<file path="src/rtl/cop_window_pkg.sv">
// Shared constants and decode types for the coprocessor bus window.
// Assumes a 24-bit host byte address bus.
package cop_window_pkg;
    localparam int HOST_AW = 24;

    localparam logic [HOST_AW-1:0] RSTCTL_ADDR = 24'hA11200;
    localparam logic [HOST_AW-1:0] BUSREQ_ADDR = 24'hA11100;
    localparam logic [7:0]         WIN_PAGE    = 8'hA0;
    localparam logic [15:0]        BANK_PAGE   = 16'hA060;
    localparam logic [1:0]         FM_REGION   = 2'b10;

    typedef enum logic [2:0] {
        ACC_NONE,
        ACC_RAM,
        ACC_FM,
        ACC_BANK,
        ACC_VOID,
        ACC_RSTCTL,
        ACC_BUSREQ
    } acc_kind_e;
endpackage

</file>
<file path="src/rtl/cop_addr_decode.sv">
// Classifies a host address into an access kind.
// Pure combinational logic; the caller qualifies the result with valid/write.
module cop_addr_decode
    import cop_window_pkg::*;
(
    input  logic [HOST_AW-1:0] addr,
    output acc_kind_e          kind
);
    // Priority decode: control registers first, then the window sub-regions.
    always_comb begin
        kind = ACC_NONE;
        if (addr == RSTCTL_ADDR)
            kind = ACC_RSTCTL;
        else if (addr == BUSREQ_ADDR)
            kind = ACC_BUSREQ;
        else if (addr[23:16] == WIN_PAGE) begin
            if (!addr[14])
                kind = ACC_RAM;
            else if (addr[14:13] == FM_REGION)
                kind = ACC_FM;
            else if (addr[23:8] == BANK_PAGE)
                kind = ACC_BANK;
            else
                kind = ACC_VOID;
        end
    end
endmodule

</file>
<file path="src/rtl/cop_bank_shift.sv">
// Serially loaded bank register: each load shifts right and inserts at the top.
// Assumes shift_en is a single-cycle qualified write.
module cop_bank_shift #(
    parameter int BANK_W = 9
) (
    input  logic              clk,
    input  logic              rst_n,
    input  logic              shift_en,
    input  logic              din,
    output logic [BANK_W-1:0] bank
);
    // Shift one data bit into the top position per qualified write.
    always_ff @(posedge clk) begin
        if (!rst_n)
            bank <= '0;
        else if (shift_en)
            bank <= {din, bank[BANK_W-1:1]};
    end
endmodule

</file>
<file path="src/rtl/cop_run_ctrl.sv">
// Reset hold and run-state tracking for the coprocessor.
// Assumes rst_wr and busreq_wr are never both high; rst_wr wins if they are.
module cop_run_ctrl (
    input  logic clk,
    input  logic rst_n,
    input  logic rst_wr,
    input  logic busreq_wr,
    input  logic ctl_bit,
    output logic hold,
    output logic run,
    output logic fm_rst
);
    // Update hold/run and produce a one-cycle FM reset on both hold edges.
    always_ff @(posedge clk) begin
        if (!rst_n) begin
            hold   <= 1'b0;
            run    <= 1'b0;
            fm_rst <= 1'b0;
        end else begin
            fm_rst <= 1'b0;
            if (rst_wr) begin
                if (!ctl_bit) begin
                    hold   <= 1'b1;
                    run    <= 1'b0;
                    fm_rst <= 1'b1;
                end else if (hold) begin
                    hold   <= 1'b0;
                    fm_rst <= 1'b1;
                end
            end else if (busreq_wr) begin
                run <= ctl_bit ? 1'b0 : ~hold;
            end
        end
    end
endmodule

</file>
<file path="src/rtl/cop_window_ctrl.sv">
// Top of the host-to-coprocessor bus window. Decodes host requests, gates
// shared RAM stores on the halted state, drives FM port strobes and returns
// read data one cycle after the request (the RAM is read synchronously).
// Assumes at most one host request per cycle.
module cop_window_ctrl
    import cop_window_pkg::*;
#(
    parameter int BANK_W    = 9,
    parameter int WIN_SHIFT = 15,
    parameter int RAM_AW    = 13,
    parameter int FM_PORTS  = 4,
    localparam int BASE_W   = BANK_W + WIN_SHIFT,
    localparam int FM_SEL_W = $clog2(FM_PORTS)
) (
    input  logic                clk,
    input  logic                rst_n,
    input  logic                hreq_valid,
    input  logic                hreq_write,
    input  logic                hreq_word,
    input  logic [HOST_AW-1:0]  hreq_addr,
    input  logic [15:0]         hreq_wdata,
    output logic                hrd_valid,
    output logic [15:0]         hrd_data,
    output logic [RAM_AW-1:0]   ram_addr,
    output logic                ram_we,
    output logic [7:0]          ram_wdata,
    input  logic [7:0]          ram_rdata,
    input  logic [7:0]          fm_status,
    output logic [FM_PORTS-1:0] fm_wr_stb,
    output logic [7:0]          fm_wdata,
    output logic                fm_reset,
    output logic                cop_reset,
    output logic                cop_run,
    output logic [BASE_W-1:0]   bank_base,
    output logic                anomaly
);
    acc_kind_e          kind;
    acc_kind_e          rd_kind_q;
    logic               wr_req, rd_req;
    logic               ctl_bit;
    logic [7:0]         lane_byte;
    logic [BANK_W-1:0]  bank;
    logic               hold;
    logic [7:0]         fm_status_q;
    logic [FM_PORTS-1:0] stb_d;
    logic               anomaly_d;

    cop_addr_decode u_dec (
        .addr (hreq_addr),
        .kind (kind)
    );

    // Qualify the request and pick the data lane for byte or word access.
    always_comb begin
        wr_req    = hreq_valid && hreq_write;
        rd_req    = hreq_valid && !hreq_write;
        ctl_bit   = hreq_word ? hreq_wdata[8] : hreq_wdata[0];
        lane_byte = hreq_word ? hreq_wdata[15:8] : hreq_wdata[7:0];
    end

    cop_run_ctrl u_run (
        .clk       (clk),
        .rst_n     (rst_n),
        .rst_wr    (wr_req && kind == ACC_RSTCTL),
        .busreq_wr (wr_req && kind == ACC_BUSREQ),
        .ctl_bit   (ctl_bit),
        .hold      (hold),
        .run       (cop_run),
        .fm_rst    (fm_reset)
    );

    cop_bank_shift #(.BANK_W(BANK_W)) u_bank (
        .clk      (clk),
        .rst_n    (rst_n),
        .shift_en (wr_req && kind == ACC_BANK),
        .din      (hreq_wdata[0]),
        .bank     (bank)
    );

    // Shared RAM port: stores only while the coprocessor is halted.
    always_comb begin
        ram_addr  = hreq_addr[RAM_AW-1:0];
        ram_wdata = lane_byte;
        ram_we    = wr_req && kind == ACC_RAM && !cop_run;
    end

    // One strobe per FM port, selected by the low address bits.
    for (genvar p = 0; p < FM_PORTS; p++) begin : g_fm_stb
        assign stb_d[p] = wr_req && kind == ACC_FM &&
                          hreq_addr[FM_SEL_W-1:0] == FM_SEL_W'(p);
    end

    // Anomaly: dropped RAM store or a read of an unmapped window slot.
    always_comb begin
        anomaly_d = (wr_req && kind == ACC_RAM && cop_run) ||
                    (rd_req && (kind == ACC_VOID || kind == ACC_BANK));
    end

    // Register responses, strobes and flags for the cycle after the request.
    always_ff @(posedge clk) begin
        if (!rst_n) begin
            hrd_valid   <= 1'b0;
            rd_kind_q   <= ACC_NONE;
            fm_status_q <= '0;
            fm_wr_stb   <= '0;
            fm_wdata    <= '0;
            anomaly     <= 1'b0;
        end else begin
            hrd_valid   <= rd_req;
            rd_kind_q   <= rd_req ? kind : ACC_NONE;
            fm_status_q <= fm_status;
            fm_wr_stb   <= stb_d;
            if (|stb_d)
                fm_wdata <= lane_byte;
            anomaly     <= anomaly_d;
        end
    end

    // Read data mux: RAM and FM status duplicated into both byte lanes.
    always_comb begin
        case (rd_kind_q)
            ACC_RAM: hrd_data = {ram_rdata, ram_rdata};
            ACC_FM:  hrd_data = {fm_status_q, fm_status_q};
            default: hrd_data = 16'hFFFF;
        endcase
    end

    assign cop_reset = hold;
    assign bank_base = {bank, {WIN_SHIFT{1'b0}}};
endmodule

</file>
<file path="config.mk">
export PLATFORM = sky130hd
export DESIGN_NAME = cop_window_ctrl
export DESIGN_NICKNAME = d
export VERILOG_FILES = /design/src/rtl/cop_window_pkg.sv /design/src/rtl/cop_addr_decode.sv /design/src/rtl/cop_bank_shift.sv /design/src/rtl/cop_run_ctrl.sv /design/src/rtl/cop_window_ctrl.sv
export SDC_FILE = /design/constraint.sdc
export NUM_CORES = 1
export LEC_CHECK = 0
export BUFFER_PORTS_ARGS = -buffer_cell sky130_fd_sc_hd__buf_2
export CORE_UTILIZATION = 41
export DETAILED_ROUTE_END_ITERATION = 6
export PLACE_DENSITY = 0.81
export SYNTH_ARGS = -nofsm -noshare
export SYNTH_HDL_FRONTEND = slang
export SYNTH_SLANG_ARGS = --single-unit
</file>
<file path="constraint.sdc">
create_clock -name clk -period 2.7 [get_ports clk]
set_clock_uncertainty 0.05 [all_clocks]
set_input_delay 0.135 -clock clk [delete_from_list [all_inputs] [get_ports clk]]
set_output_delay 0.135 -clock clk [all_outputs]
set_load 0.02 [all_outputs]
</file>
==> flow_metrics.env <==
export IMPL_status="complete, but fails checks"
export IMPL_violations="design-rule violations"
export IMPL_r2r_end="u_run.run"
export IMPL_clock_sinks=37
export IMPL_routed_wl_um=4240
export IMPL_ys_seq_area_share_pct=37.9
export IMPL_finalNonFillerCells=372
export IMPL_cts_inserted_buffers=5
export IMPL_peakVddDrop_mv=0.197
export IMPL_syn_avg_cell_area_um2=9.08
export IMPL_final_core_util_pct=56.0
export IMPL_dieArea_um2=5040
export IMPL_p_leak_nw=1.25
export IMPL_grt_pass1_vias=1553
export IMPL_rsz0062_at_grt="no"
export IMPL_yosysMostFrequentCell="buf_4"
export IMPL_p_per_area_nw_per_um2=435
export IMPL_cts_tree="yes"
export IMPL_ctsLongestPathBuffers=2
export IMPL_dp_hpwl_um=3310
export IMPL_synth_area_leaders="dfxtp_1, buf_4, mux2i_1"
export IMPL_cp_startpoint="hreq_addr[11]"
export IMPL_drt_initial_drc_count=72
export IMPL_tns_ps=0
export IMPL_syn_cell_area_um2=1950
export IMPL_ys_seq_elements=37
export IMPL_ys_flop_type="dfxtp_1"
export IMPL_path_clk_slew_ps=70
export IMPL_io_buffer_count=124
export IMPL_min_path_type="in -> reg"
export IMPL_wl_per_cell_um=11.4
export IMPL_synth_top_area_share_pct=37.9
export IMPL_relSlewSlack_pct=58.8
export IMPL_ys_async_sr_fraction_pct=0
export IMPL_post_cts_buffers=0
export IMPL_synth_common_cells="buf_4, dfxtp_1, nand2_1, mux2i_1, nand2b_1"
export IMPL_grt_usage_pct=16.5
export IMPL_die_h_um=71.0
export IMPL_initial_utilization_pct=43.7
export IMPL_vias=1793
export IMPL_overflow=0
export IMPL_synth_edf_count=0
export IMPL_drc=9
export IMPL_worst_setup_path_end_kind="output port"
export IMPL_fmax_mhz=498
export IMPL_h_tree_depth=2
export IMPL_arrival_ps=1820
export IMPL_vias_per_cell=4.82
export IMPL_syn_inst=215
export IMPL_fp_row_count=24
export IMPL_ff2ff_setup_slack_ps=1790
export IMPL_worstSetupStartpointType="input port"
export IMPL_crit_type="in -> out"
export IMPL_maxSlewViolCount=0
export IMPL_grt_max_degree=42
export IMPL_layout_drive_gt1_share_pct=45.6
export IMPL_cap_violations=0
export IMPL_cts_resized=0
export IMPL_cp_max_fo=4
export IMPL_regToRegStartpoint="u_run.run"
export IMPL_coreArea_um2=4470
export IMPL_antenna_found_initial=0
export IMPL_crit_required_ps=2520
export IMPL_synth_cell_type_count=41
export IMPL_synth_top_area_cell="dfxtp_1"
export IMPL_finalNetCount=381
export IMPL_gp_congestion=0.911
export IMPL_placedCellCount=362
export IMPL_drt_pass1_iter_count=7
export IMPL_dieWidth_um=71.0
export IMPL_hold_viol_final=0
export IMPL_period_share_pct=74.4
export IMPL_reg2reg_depth=4
export IMPL_ys_warn_count=0
export IMPL_clock_latency_ps=280
export IMPL_postRouteAntennaNets=0
export IMPL_period_needed_ps=2010
export IMPL_cts_root_buf="clkbuf_8"
export IMPL_ioPinCount=140
export IMPL_cp_endpoint="ram_we"
export IMPL_grt_pass1_wl_um=6560
export IMPL_syn2layout_area_growth_pct=28.3
export IMPL_worst_pin_slew_ps=618
export IMPL_antenna_cells=0
export IMPL_setup_viol=0
[layout make-up]
class,count,area (um^2)
multi-input combinational,142,926
tap,52,65.1
inverter,4,15.0
sequential,37,741
timing repair buffer,130,673
fill,424,1970
clock buffer,7,86.3
[stage by stage]
stage / instance area (um^2) / total power, mW / hold WS (ps) / worst slack (ps)
global placement: 2390 / 0.725 / 292 / 552
detailed placement: 2390 / 0.726 / 295 / 484
global route: 2510 / 1.14 / 2.20 / 508
floorplan: 2010 / 0.685 / 161 / 549
finish: 2510 / 1.09 / 10.4 / 692
CTS: 2510 / 1.11 / 2.40 / 744
[layer usage]
layer / part of all wire [%] / track usage (%) / wire length (um)
met5: 0 / 0 / 0
met4: 0.85 / 4.89 / 36
met1: 42 / 17.8 / 1770
met3: 7.2 / 6.27 / 307
met2: 50 / 29.9 / 2130
[layout by cell type (no fill, tap or decap), drive strengths merged, types with 2 or more instances in the layout]
cell / n
nand3: 10
and2: 9
conb: 15
inv: 4
o21ai: 9
nand2b: 11
nor4: 3
buf: 127
and4bb: 2
o22ai: 8
a211oi: 2
nor2: 6
a21oi: 2
clkbuf: 7
nor3: 4
dlygate4sd3: 3
mux2: 7
mux2i: 11
nor3b: 3
dfxtp: 37
a31oi: 2
nand2: 13
nor2b: 10
[logic make-up after synthesis]
group	count (synthesis)	share of synthesized area [%]
other	1	0.192
multiplexers	18	9.67
buffers and inverters	50	17.4
XOR/XNOR	1	0.449
AND/OR/NAND/NOR	78	23.4
flip-flops	37	37.9
AO/OA/AOI/OAI	30	11.0
[power by group]
part | leakage (nW) | total [mW] | switching, mW | internal, mW
combinational | 0.902 | 0.164 | 0.0951 | 0.0687
sequential | 0.300 | 0.554 | 0.00169 | 0.553
clock | 0.0443 | 0.373 | 0.171 | 0.202
[timing repair]
action / in CTS / in global routing
hold buffers: 3 / 0
endpoints found under the setup margin: 0 / 0
endpoints found under the hold margin: 3 / 0
[sequential cells by signal, indices dropped and copies added, names as in the netlist, 3 cells and up]
signal and count:
fm_status_q 8, fm_wdata 8, fm_wr_stb 4, u_bank.bank 9, rd_kind_q 3
[critical path: stages]
cell and delay, ps:
buf_2 100, nor3_1 320, nand4_1 230, nor4b_1 380
o21ai_0 240, nor4_1 200, buf_2 210
[how the worst min path moves through the flow]
stage	cells after the start	startpoint	endpoint	slack (ps)
final	2	fm_status[0]	fm_status_q[0]	10
after floorplan	1	hreq_addr[0]	fm_wr_stb[2]	160
after detailed placement	2	fm_status[5]	fm_status_q[5]	290
after global placement	2	fm_status[1]	fm_status_q[1]	290
after CTS	2	fm_status[0]	fm_status_q[0]	2
after global routing	2	fm_status[1]	fm_status_q[1]	2
No activity file was read; power rests on OpenSTA's default activity.
